===== src/rtl/srec_pkg.sv =====
package srec_pkg;

  typedef enum logic [2:0] {
    ST_HUNT,
    ST_TYPE,
    ST_COUNT,
    ST_ADDR,
    ST_BODY,
    ST_EOL
  } srec_state_e;

  localparam logic [7:0] CH_S  = 8'h53;
  localparam logic [7:0] CH_LF = 8'h0A;
  localparam logic [7:0] CH_CR = 8'h0D;

  // legal record type digits
  function automatic logic kind_legal(input logic [3:0] k);
    return (k == 4'd0) || (k == 4'd1) || (k == 4'd2) || (k == 4'd3) ||
           (k == 4'd5) || (k == 4'd7) || (k == 4'd8) || (k == 4'd9);
  endfunction

  // number of address bytes carried by a record type
  function automatic logic [2:0] kind_addr_bytes(input logic [3:0] k);
    logic [2:0] n;
    case (k)
      4'd2, 4'd8: n = 3'd3;
      4'd3, 4'd7: n = 3'd4;
      default:    n = 3'd2;
    endcase
    return n;
  endfunction

  function automatic logic kind_is_data(input logic [3:0] k);
    return (k == 4'd1) || (k == 4'd2) || (k == 4'd3);
  endfunction

  function automatic logic kind_is_start(input logic [3:0] k);
    return (k == 4'd7) || (k == 4'd8) || (k == 4'd9);
  endfunction

endpackage


===== src/rtl/srec_char_class.sv =====
module srec_char_class
  import srec_pkg::*;
(
  input  logic [7:0] ch,
  output logic       is_hex,
  output logic [3:0] nib,
  output logic       is_s,
  output logic       is_lf,
  output logic       is_cr
);

  always_comb begin
    is_hex = 1'b0;
    nib    = 4'd0;
    if (ch >= 8'h30 && ch <= 8'h39) begin
      is_hex = 1'b1;
      nib    = 4'(ch - 8'h30);
    end else if (ch >= 8'h41 && ch <= 8'h46) begin
      is_hex = 1'b1;
      nib    = 4'(ch - 8'h37);
    end else if (ch >= 8'h61 && ch <= 8'h66) begin
      is_hex = 1'b1;
      nib    = 4'(ch - 8'h57);
    end
    is_s  = (ch == CH_S);
    is_lf = (ch == CH_LF);
    is_cr = (ch == CH_CR);
  end

endmodule


===== src/rtl/srec_byte_pair.sv =====
module srec_byte_pair (
  input  logic       clk,
  input  logic       srst_n,
  input  logic       clr,
  input  logic       nib_valid,
  input  logic [3:0] nib,
  output logic       byte_valid,
  output logic [7:0] byte_out
);

  logic       have_hi, have_hi_n;
  logic [3:0] hi_q, hi_n;

  always_comb begin
    have_hi_n = have_hi;
    hi_n      = hi_q;
    if (clr) begin
      have_hi_n = 1'b0;
    end else if (nib_valid) begin
      have_hi_n = !have_hi;
      if (!have_hi) hi_n = nib;
    end
  end

  assign byte_valid = nib_valid && have_hi && !clr;
  assign byte_out   = {hi_q, nib};

  always_ff @(posedge clk or negedge srst_n) begin
    if (!srst_n) begin
      have_hi <= 1'b0;
      hi_q    <= 4'd0;
    end else begin
      have_hi <= have_hi_n;
      hi_q    <= hi_n;
    end
  end

endmodule


===== src/rtl/srec_record_fsm.sv =====
module srec_record_fsm
  import srec_pkg::*;
#(
  parameter int ADDR_W   = 32,
  parameter int TALLY_W  = 16,
  parameter int MAX_DATA = 32
) (
  input  logic              clk,
  input  logic              srst_n,
  input  logic              in_valid,
  input  logic              is_hex,
  input  logic [3:0]        nib,
  input  logic              is_s,
  input  logic              is_lf,
  input  logic              is_cr,
  input  logic              byte_valid,
  input  logic [7:0]        byte_in,
  output logic              pair_clr,
  output logic              wr_en,
  output logic [ADDR_W-1:0] wr_addr,
  output logic [7:0]        wr_data,
  output logic              rec_done,
  output logic [3:0]        rec_kind,
  output logic              rec_csum_err,
  output logic              start_valid,
  output logic [ADDR_W-1:0] start_addr,
  output logic              hdr_valid,
  output logic              tally_valid,
  output logic              tally_mismatch,
  output logic              err_char,
  output logic              err_len
);

  localparam logic [8:0] MAX_DATA_C = 9'(MAX_DATA);

  srec_state_e       state, state_n;
  logic [3:0]        kind_n;
  logic [7:0]        cnt_rem, cnt_rem_n;
  logic [2:0]        addr_left, addr_left_n;
  logic [7:0]        sum_q, sum_n;
  logic [ADDR_W-1:0] field_q, field_n;
  logic [ADDR_W-1:0] wptr_q, wptr_n;
  logic              csum_ok_q, csum_ok_n;
  logic [TALLY_W-1:0] tally_q, tally_n;
  logic [8:0]        min_cnt, max_cnt;
  logic              bad;

  // pulse and data outputs (next values)
  logic              wr_en_n, done_n, cerr_n, sv_n, hdr_n, tv_n, tm_n, ec_n, el_n;
  logic [ADDR_W-1:0] wa_n, sa_n;
  logic [7:0]        wd_n;

  assign pair_clr = (state == ST_HUNT) || (state == ST_TYPE) || (state == ST_EOL);
  assign min_cnt  = {6'd0, addr_left} + 9'd1;
  assign max_cnt  = min_cnt + MAX_DATA_C;

  always_comb begin
    state_n     = state;
    kind_n      = rec_kind;
    cnt_rem_n   = cnt_rem;
    addr_left_n = addr_left;
    sum_n       = sum_q;
    field_n     = field_q;
    wptr_n      = wptr_q;
    csum_ok_n   = csum_ok_q;
    tally_n     = tally_q;
    wr_en_n     = 1'b0;
    wa_n        = wr_addr;
    wd_n        = wr_data;
    done_n      = 1'b0;
    cerr_n      = 1'b0;
    sv_n        = 1'b0;
    sa_n        = start_addr;
    hdr_n       = 1'b0;
    tv_n        = 1'b0;
    tm_n        = 1'b0;
    ec_n        = 1'b0;
    el_n        = 1'b0;
    bad         = 1'b0;

    if (in_valid) begin
      unique case (state)
        ST_HUNT: begin
          if (is_s) state_n = ST_TYPE;
        end
        ST_TYPE: begin
          if (is_hex && kind_legal(nib)) begin
            kind_n      = nib;
            addr_left_n = kind_addr_bytes(nib);
            field_n     = '0;
            state_n     = ST_COUNT;
          end else begin
            bad = 1'b1;
          end
        end
        ST_COUNT: begin
          if (!is_hex) begin
            bad = 1'b1;
          end else if (byte_valid) begin
            sum_n     = byte_in;
            cnt_rem_n = byte_in;
            if ({1'b0, byte_in} < min_cnt || {1'b0, byte_in} > max_cnt) begin
              el_n    = 1'b1;
              state_n = ST_HUNT;
            end else begin
              state_n = ST_ADDR;
            end
          end
        end
        ST_ADDR: begin
          if (!is_hex) begin
            bad = 1'b1;
          end else if (byte_valid) begin
            sum_n       = sum_q + byte_in;
            cnt_rem_n   = cnt_rem - 8'd1;
            field_n     = {field_q[ADDR_W-9:0], byte_in};
            addr_left_n = addr_left - 3'd1;
            if (addr_left == 3'd1) begin
              wptr_n  = {field_q[ADDR_W-9:0], byte_in};
              state_n = ST_BODY;
            end
          end
        end
        ST_BODY: begin
          if (!is_hex) begin
            bad = 1'b1;
          end else if (byte_valid) begin
            if (cnt_rem == 8'd1) begin
              csum_ok_n = ((sum_q + byte_in) == 8'hFF);
              state_n   = ST_EOL;
            end else begin
              sum_n     = sum_q + byte_in;
              cnt_rem_n = cnt_rem - 8'd1;
              if (kind_is_data(rec_kind)) begin
                wr_en_n = 1'b1;
                wa_n    = wptr_q;
                wd_n    = byte_in;
                wptr_n  = wptr_q + 1'b1;
              end
            end
          end
        end
        ST_EOL: begin
          if (is_lf) begin
            state_n = ST_HUNT;
            done_n  = 1'b1;
            cerr_n  = !csum_ok_q;
            if (csum_ok_q) begin
              if (kind_is_data(rec_kind)) tally_n = tally_q + 1'b1;
              if (kind_is_start(rec_kind)) begin
                sv_n = 1'b1;
                sa_n = field_q;
              end
              if (rec_kind == 4'd0) hdr_n = 1'b1;
              if (rec_kind == 4'd5) begin
                tv_n = 1'b1;
                tm_n = (field_q[TALLY_W-1:0] != tally_q);
              end
            end
          end else if (!is_cr) begin
            bad = 1'b1;
          end
        end
        default: state_n = ST_HUNT;
      endcase

      if (bad) begin
        ec_n    = 1'b1;
        state_n = is_s ? ST_TYPE : ST_HUNT;
      end
    end
  end

  always_ff @(posedge clk or negedge srst_n) begin
    if (!srst_n) begin
      state          <= ST_HUNT;
      rec_kind       <= 4'd0;
      cnt_rem        <= 8'd0;
      addr_left      <= 3'd0;
      sum_q          <= 8'd0;
      field_q        <= '0;
      wptr_q         <= '0;
      csum_ok_q      <= 1'b0;
      tally_q        <= '0;
      wr_en          <= 1'b0;
      wr_addr        <= '0;
      wr_data        <= 8'd0;
      rec_done       <= 1'b0;
      rec_csum_err   <= 1'b0;
      start_valid    <= 1'b0;
      start_addr     <= '0;
      hdr_valid      <= 1'b0;
      tally_valid    <= 1'b0;
      tally_mismatch <= 1'b0;
      err_char       <= 1'b0;
      err_len        <= 1'b0;
    end else begin
      state          <= state_n;
      rec_kind       <= kind_n;
      cnt_rem        <= cnt_rem_n;
      addr_left      <= addr_left_n;
      sum_q          <= sum_n;
      field_q        <= field_n;
      wptr_q         <= wptr_n;
      csum_ok_q      <= csum_ok_n;
      tally_q        <= tally_n;
      wr_en          <= wr_en_n;
      if (wr_en_n) begin
        wr_addr <= wa_n;
        wr_data <= wd_n;
      end
      rec_done       <= done_n;
      rec_csum_err   <= cerr_n;
      start_valid    <= sv_n;
      if (sv_n) start_addr <= sa_n;
      hdr_valid      <= hdr_n;
      tally_valid    <= tv_n;
      tally_mismatch <= tm_n;
      err_char       <= ec_n;
      err_len        <= el_n;
    end
  end

endmodule


===== src/rtl/srec_loader.sv =====
module srec_loader
  import srec_pkg::*;
#(
  parameter int ADDR_W   = 32,
  parameter int TALLY_W  = 16,
  parameter int MAX_DATA = 32,
  parameter int SYNC_LEN = 2
) (
  input  logic              clk,
  input  logic              rst_n,
  input  logic              in_valid,
  input  logic [7:0]        in_char,
  output logic              wr_en,
  output logic [ADDR_W-1:0] wr_addr,
  output logic [7:0]        wr_data,
  output logic              rec_done,
  output logic [3:0]        rec_kind,
  output logic              rec_csum_err,
  output logic              start_valid,
  output logic [ADDR_W-1:0] start_addr,
  output logic              hdr_valid,
  output logic              tally_valid,
  output logic              tally_mismatch,
  output logic              err_char,
  output logic              err_len
);

  logic [SYNC_LEN-1:0] rst_pipe;
  logic                srst_n;
  logic                is_hex, is_s, is_lf, is_cr;
  logic [3:0]          nib;
  logic                pair_clr, byte_valid;
  logic [7:0]          byte_val;

  // asynchronous assertion, synchronous release
  always_ff @(posedge clk or negedge rst_n) begin
    if (!rst_n) rst_pipe <= '0;
    else        rst_pipe <= {rst_pipe[SYNC_LEN-2:0], 1'b1};
  end
  assign srst_n = rst_pipe[SYNC_LEN-1];

  srec_char_class u_class (
    .ch     (in_char),
    .is_hex (is_hex),
    .nib    (nib),
    .is_s   (is_s),
    .is_lf  (is_lf),
    .is_cr  (is_cr)
  );

  srec_byte_pair u_pair (
    .clk        (clk),
    .srst_n     (srst_n),
    .clr        (pair_clr),
    .nib_valid  (in_valid && is_hex),
    .nib        (nib),
    .byte_valid (byte_valid),
    .byte_out   (byte_val)
  );

  srec_record_fsm #(
    .ADDR_W   (ADDR_W),
    .TALLY_W  (TALLY_W),
    .MAX_DATA (MAX_DATA)
  ) u_fsm (
    .clk            (clk),
    .srst_n         (srst_n),
    .in_valid       (in_valid),
    .is_hex         (is_hex),
    .nib            (nib),
    .is_s           (is_s),
    .is_lf          (is_lf),
    .is_cr          (is_cr),
    .byte_valid     (byte_valid),
    .byte_in        (byte_val),
    .pair_clr       (pair_clr),
    .wr_en          (wr_en),
    .wr_addr        (wr_addr),
    .wr_data        (wr_data),
    .rec_done       (rec_done),
    .rec_kind       (rec_kind),
    .rec_csum_err   (rec_csum_err),
    .start_valid    (start_valid),
    .start_addr     (start_addr),
    .hdr_valid      (hdr_valid),
    .tally_valid    (tally_valid),
    .tally_mismatch (tally_mismatch),
    .err_char       (err_char),
    .err_len        (err_len)
  );

endmodule


===== config.mk =====
export PLATFORM = sky130hd
export DESIGN_NAME = srec_loader
export DESIGN_NICKNAME = d
export VERILOG_FILES = /design/src/rtl/srec_pkg.sv /design/src/rtl/srec_char_class.sv /design/src/rtl/srec_byte_pair.sv /design/src/rtl/srec_record_fsm.sv /design/src/rtl/srec_loader.sv
export SDC_FILE = /design/constraint.sdc
export NUM_CORES = 1
export LEC_CHECK = 0
export ABC_AREA = 1
export BUFFER_PORTS_ARGS = -buffer_cell sky130_fd_sc_hd__buf_4
export CORE_MARGIN = 5
export CORE_UTILIZATION = 35
export CTS_BUF_LIST = sky130_fd_sc_hd__clkbuf_16
export CTS_CLUSTER_SIZE = 20
export DETAILED_ROUTE_END_ITERATION = 10
export GPL_ROUTABILITY_DRIVEN = 1
export PLACE_DENSITY = 0.49
export SLEW_MARGIN = 25
export SYNTH_ARGS = -nofsm -noshare
export SYNTH_HDL_FRONTEND = slang
export SYNTH_SLANG_ARGS = --single-unit

===== constraint.sdc =====
create_clock -name clk -period 8.5 [get_ports clk]
set_clock_uncertainty 0.2 [all_clocks]
set_input_delay 2.55 -clock clk [delete_from_list [all_inputs] [get_ports clk]]
set_output_delay 2.55 -clock clk [all_outputs]
set_load 0.05 [all_outputs]

# Yosys cells after proc, flatten, opt, wreduce, memory -nomap -nowiden
# Index checks and enable logic that the tools add are counted.
[totals] register_bits=195 latch_bits=0 ram_bits=0 mem_bits_ro=0 input_bits=11 output_inout_bits=85 mem_count=0
[op_classes] n_addsub=10 mul=0 div=0 order_cmp=8 n_eq_ne=47 n_shift=0 n_mux=99 bitwise=3 reduce_logical=44
[op_table] operator="32-bit 2-to-1 mux" n=10
[op_table] operator="32-bit one-hot mux with 2 select lines" n=2
[op_table] operator="8-bit 2-to-1 mux" n=12
[op_table] operator="1-bit 2-to-1 mux" n=50
[op_table] operator="8-bit one-hot mux with 3 select lines" n=2
[op_table] operator="3-bit 2-to-1 mux" n=15
[op_table] operator="32-bit by 1-bit adder with 32-bit output, second input constant" n=1
[op_table] operator="3-bit by 2-bit != test with 1-bit output, second input constant" n=7
[op_table] operator="3-bit one-hot mux with 6 select lines" n=1
[op_table] operator="9-bit AND reduction" n=2
[op_table] operator="16-bit by 1-bit adder with 16-bit output, second input constant" n=1
[op_table] operator="4-bit by 2-bit equality test with 1-bit output, second input constant" n=4
[op_table] operator="4-bit by 3-bit equality test with 1-bit output, second input constant" n=4
[op_table] operator="4-bit equality test, second input constant" n=4
[op_table] operator="8-bit by 4-bit equality test with 1-bit output, second input constant" n=2
[op_table] operator="8-bit by 7-bit greater-or-equal comparator with 1-bit output, second input constant" n=2
[op_table] operator="8-bit by 7-bit <= comparator with 1-bit output, second input constant" n=2
[op_table] operator="16-bit != test" n=1
[op_table] operator="2-bit != test, second input constant" n=8
[op_table] operator="5-bit AND reduction" n=3
[op_table] operator="1-bit logical OR" n=14
[op_table] operator="4-bit 2-to-1 mux" n=3
[op_table] operator="3-bit one-hot mux with 2 select lines" n=2
[op_table] operator="12-bit AND reduction" n=1
[op_table] operator="35 further kinds" n=58

# Longest topological paths before layout
[logic_depth] depth_word=19 ltp_mapped=22 ltp_nobuf=22

# Cells and area by module
# Synthesis repeated with hierarchy kept, for this count alone.
[hier_totals] cells_unflattened=1275 hier_area_um2=10252.3
[modules_own_cells] module="srec_record_fsm" instances=1 cells_each=1199 area_each_um2=9699.3
[modules_own_cells] module="srec_char_class" instances=1 cells_each=43 area_each_um2=255.2
[modules_own_cells] module="srec_byte_pair" instances=1 cells_each=28 area_each_um2=236.5
[modules_own_cells] module="srec_loader" instances=1 cells_each=5 area_each_um2=61.3

# Least setup slack after synthesis
# OpenSTA, ideal clock, no wires.
[synth_path] kind="input-to-reg" start="input port in_char[1]" end="register u_fsm.sum_q[6]" arrival_ns=4.699 slack_ns=3.484 stages=17 path_cell_list="inv_1 > ha_1 > o21ai_1 > nand2_1 > nand3_1 > nand2_1 > clkinv_1 > fa_1 > o21ai_0 > nand2_1 > nand2_1 > nand2_1 > nand2_1 > xor2_1 > o21ai_0 > nand3_1 > nand2_1"
[synth_via] elab_chain_len=10 elab_cells_between_ends=35 classes_between="add/sub (4); order compare (6); eq/ne (6); mux (12); reduce/logical (7)"
[synth_lines] item="start: declaration" line_no="srec_loader.sv:12" text="input logic [7:0] in_char,"
[synth_lines] item="8-bit by 7-bit greater-or-equal comparator with 1-bit output or 8-bit by 7-bit <= comparator with 1-bit output (tied branches)" line_no="srec_char_class.sv:21" text="end else if (ch >= 8'h61 && ch <= 8'h66) begin"
[synth_lines] item="1-bit logical AND" line_no="srec_char_class.sv:21"
[synth_lines] item="4-bit 2-to-1 mux" line_no="srec_char_class.sv:21"
[synth_lines] item="4-bit 2-to-1 mux" line_no="srec_char_class.sv:18" text="end else if (ch >= 8'h41 && ch <= 8'h46) begin"
[synth_lines] item="4-bit 2-to-1 mux (*)" line_no="srec_char_class.sv:15" text="if (ch >= 8'h30 && ch <= 8'h39) begin"
[synth_lines] item="via byte_val[1]" line_no="srec_loader.sv:33" text="logic [7:0] byte_val;"
[synth_lines] item="8-bit adder (*)" line_no="srec_record_fsm.sv:114, srec_record_fsm.sv:132"
[synth_lines] item="8-bit 2-to-1 mux" line_no="srec_record_fsm.sv:128" text="if (cnt_rem == 8'd1) begin"
[synth_lines] item="8-bit 2-to-1 mux" line_no="srec_record_fsm.sv:127" text="end else if (byte_valid) begin"
[synth_lines] item="8-bit 2-to-1 mux" line_no="srec_record_fsm.sv:125" text="if (!is_hex) begin"
[synth_lines] item="8-bit one-hot mux with 3 select lines (*)" line_no="srec_record_fsm.sv:82" text="unique case (state)"
[synth_lines] item="end signal: assignment" line_no="srec_record_fsm.sv:202" text="sum_q <= sum_n;"
[synth_lines] item="end: declaration" line_no="srec_record_fsm.sv:40" text="logic [7:0] sum_q, sum_n;"
# The timed path passes the listed nets; every way through them passes the cells marked *. The select of a mux whose other input is x is not followed.
# A chain may end at the register's enable or synchronous reset.

# Worst setup path in the final report
[layout_path] start="input port in_char[1]" end="register u_fsm.cnt_rem[1]"
[layout_via] elab_chain_len=10 elab_cells_between_ends=31 classes_between="add/sub (3); order compare (6); eq/ne (6); mux (9); reduce/logical (7)"
[layout_lines] item="8-bit by 7-bit greater-or-equal comparator with 1-bit output or 8-bit by 7-bit <= comparator with 1-bit output (tied branches)" line_no="srec_char_class.sv:21"
[layout_lines] item="1-bit logical AND" line_no="srec_char_class.sv:21"
[layout_lines] item="1-bit 2-to-1 mux" line_no="srec_char_class.sv:21"
[layout_lines] item="1-bit 2-to-1 mux" line_no="srec_char_class.sv:18"
[layout_lines] item="1-bit 2-to-1 mux" line_no="srec_char_class.sv:15"
[layout_lines] item="1-bit logical AND" line_no="srec_loader.sv:55" text=".nib_valid (in_valid && is_hex),"
[layout_lines] item="1-bit logical AND (2 in a row)" line_no="srec_byte_pair.sv:25" text="assign byte_valid = nib_valid && have_hi && !clr;"
[layout_lines] item="2-bit != test (no source line)"
[layout_lines] item="9-bit AND reduction (no source line)"
[layout_lines] item="end signal: assignment" line_no="srec_record_fsm.sv:200" text="cnt_rem <= cnt_rem_n;"
[layout_lines] item="end: declaration" line_no="srec_record_fsm.sv:38" text="logic [7:0] cnt_rem, cnt_rem_n;"
# Parallel ways exist; a longest one is shown, timed or not. The select of a mux whose other input is x is not followed.

==> results by group <==
Floorplanning
  • Starting Density: 0.3537
  • Die Width: 180.1 um
  • Core Rows: 62
  • Total die area: 32430 um2
  • Boundary pin count: 96
  • Core footprint: 28630 um2
  • Die Span Y: 180.1 um

Worst setup path
  • Critical path startpoint: in_char[1]
  • Critical Path RT: 8.59 ns
  • Critical R2R Launch: u_fsm.state[1]
  • Critical path class: in2reg
  • Reg-to-Reg End: u_fsm.cnt_rem[1]
  • Critical path peak fanout: 22
  • Worst reg-to-reg setup slack: 5.13 ns
  • Worst Path Arrival: 5.38 ns
  • Type of origin of the critical path: primary input
  • End of the critical path: u_fsm.cnt_rem[1]
  • Crit. End Element: flop
  • Register-to-Register Path Depth: 10

Cells and area
  • FILL cells: 2957
  • Multi-input logic area: 4481 um2
  • Fraction of layout instances using a drive strength above 1: 0.1503
  • Commonest non-fill, non-tap cell in the layout: nand2_1
  • Storage cell area: 4883 um2
  • Nets: 1353
  • Commonest non-fill, non-tap cells in the layout: nand2_1 (309), dfrtp_1 (194), inv_1 (119)
  • ANT cells: 0
  • Area delta synth->final: 16.30%

Drt
  • Final ANT Viol Nets: 0
  • DR iter-0 viols: 637
  • WL final: 27390 um
  • Via Count: 8372
  • Vias/cell: 4.882
  • WL/cell: 15.97 um
  • Total iterations of the first detailed-routing run: 5
  • Residual DRC: 0

Clock tree
  • H-tree Lvls: 4
  • CTS max path bufs: 2
  • Number of buffers created by CTS: 17
  • CTS root buf: clkbuf_16
  • Hold Buf Count CTS: 0
  • # Post-CTS Setup Buffers: 0
  • Clock-pin slew on the worst setup and hold paths: 0.08 ns
  • Clk sinks: 195
  • Clk_lat worst skew: 0.43 ns
  • PostCTS Resize Cnt: 0
  • CTS tree: done

Status
  • Outcome: completed

Yosys
  • Synth Cell Area: 10120 um2
  • Flops & latches, synth: 195
  • Mux contribution to synthesized area: 0
  • Post-synthesis simple-gate area fraction: 0.2295
  • EDFF count, synth: 0
  • Async SR Flop Fraction: 1.000
  • Adder-Cell Fraction of Synth Area: 0.02917
  • Synth Area in Compound Gates: 0.1298
  • Post-synth cell types: 44
  • XOR/XNOR Fraction of Synth Area: 0.05277
  • Prevailing post-synth register cell: dfrtp_1
  • Synth warn: 0
  • Post-synthesis sequential area ratio: 0.4820
  • Yosys top cell by area: dfrtp_1
  • Top-area cell type share of the netlist area: 0.4820
  • Synth area leaders: dfrtp_1 (48%), nand2_1 (12%), o21ai_1 (4.4%)
  • Gate Count Post-Synth: 1239
  • Syn Nets: 1273
  • Largest family of logic cells by synthesized area: simple AND/OR/NAND/NOR gates
  • Syn Area/Cell: 8.171 um2

STA
  • Worst slew margin: 0.4526
  • Worst slew pin tran: 0.8180 ns
  • Final Setup Violations: 0
  • Max Clock Freq: 189.1 MHz
  • Unrepaired setup endpoints after global routing: false
  • Tcrit/Tclk final: 0.6221
  • Setup TNS: 0 ns
  • Post-route setup slack: 3.212 ns
  • Min cycle time layout: 5.288 ns
  • Slew Viols, Final: 0
  • Final hold violation count: 0

Global route
  • First-pass GRT wire length: 44640 um
  • Largest net degree at the start of global routing: 76
  • Initial antenna violation count: 0
  • Overall routing resource usage: 0.1683
  • Total grt overflow: 0
  • Number of global-route vias before repair: 8065

Power and ir drop
  • Power Density: 246.9 nW/um2
  • Peak VDD IR: 0.0001388 V
  • LEAKAGE: 5.674 nW
  • Total Power: 2.907 mW

Hold path
  • Hold Path Class: reg2async

Placement
  • # port buffers: 95
  • Dpl ws: 2.796 ns
  • Post-DP HPWL: 19780 um
  • Gpl congestion: 0.8723

Flow run
  • Max-cap viol count: 0
-- report_power, final --
part / total (mW) / internal, mW / switching (mW)
clock: 0.846 / 0.467 / 0.378
sequential: 1.22 / 1.08 / 0.136
combinational: 0.843 / 0.275 / 0.569
-- per-stage QoR --
stage / cell area (um2) / util / hold WS [ns] / cells
after floorplan: 10120 / - / 0.1312 / 1239
after global placement: 11140 / 0.3891 / 0.1332 / 1683
after detailed placement: 11140 / 0.3892 / 0.1381 / 1683
after CTS: 11740 / 0.4102 / 0.1559 / 1714
after global routing: 11770 / 0.4113 / 0.1306 / 1715
final: 11770 / 0.4113 / 0.08824 / 1715
-- logic make-up after synthesis --
family / after synthesis
adders and majority gates: 23
xor gates and xnor gates: 61
AOI/OAI and AO/OA: 228
buffers and inverters: 183
and+or+nand+nor: 548
DFF: 195
other: 1
-- sequential cells by signal, indices dropped and copies added (netlist names), 2 cells and up --
signal,count
u_fsm.tally_q,16
u_fsm.wr_addr,32
rst_pipe,2
u_fsm.rec_kind,4
u_fsm.wr_data,8
u_fsm.addr_left,3
u_fsm.field_q,32
u_fsm.sum_q,8
u_fsm.start_addr,32
u_fsm.state,3
u_fsm.wptr_q,32
u_fsm.cnt_rem,8
u_pair.hi_q,4
-- final cells by class --
type,instances,share of cell area
repair buffers,103,0.06769
well taps,384,0.04081
multi-input cells,861,0.3806
flip-flops and latches,195,0.4148
clock buffers,17,0.03613
inverters,141,0.04495
clock inverters,14,0.01509
-- critical path: stages --
cell and delay (ns):
buf_4 0.13, inv_1 0.07, ha_1 0.21, nor2_1 0.05, nand2_1 0.09, nand3_1 0.14
nand2_2 0.18, nand3_2 0.14, inv_2 0.13, o22ai_1 0.08, nor2_1 0.63, nand2_1 0.68
nand2_1 0.19, o21ai_1 0.08
-- cell usage after synthesis (22+ instances only) --
cell and count:
a21oi_1 34, xor2_1 50, ha_1 22, dfrtp_1 195, o21ai_2 22, nor3_1 31, inv_1 119, o22ai_1 33
nand3_1 55, nand2_1 311, o21ai_0 37, o21ai_1 90, nor2_1 105
-- worst min-delay path by stage --
stage | to | slack [ns] | from
detailed placement | rst_pipe[1] | 0.14 | rst_pipe[0]
finish | u_fsm.cnt_rem[6] | 0.09 | rst_pipe[1]
floorplan | rst_pipe[1] | 0.13 | rst_pipe[0]
global route | u_fsm.cnt_rem[5] | 0.13 | rst_pipe[1]
CTS | rst_pipe[1] | 0.16 | rst_pipe[0]
global placement | rst_pipe[1] | 0.13 | rst_pipe[0]
-- routing by layer --
metal / vias to the layer above / wire length (um) / track usage
met5: - / 0 / 0
met4: 0 / 250 / 0.03509
met3: 17 / 987 / 0.02685
met2: 142 / 12990 / 0.2778
met1: 4018 / 13170 / 0.2363
li1: 4195 / - / -
No activity file was read; power rests on OpenSTA's default activity.
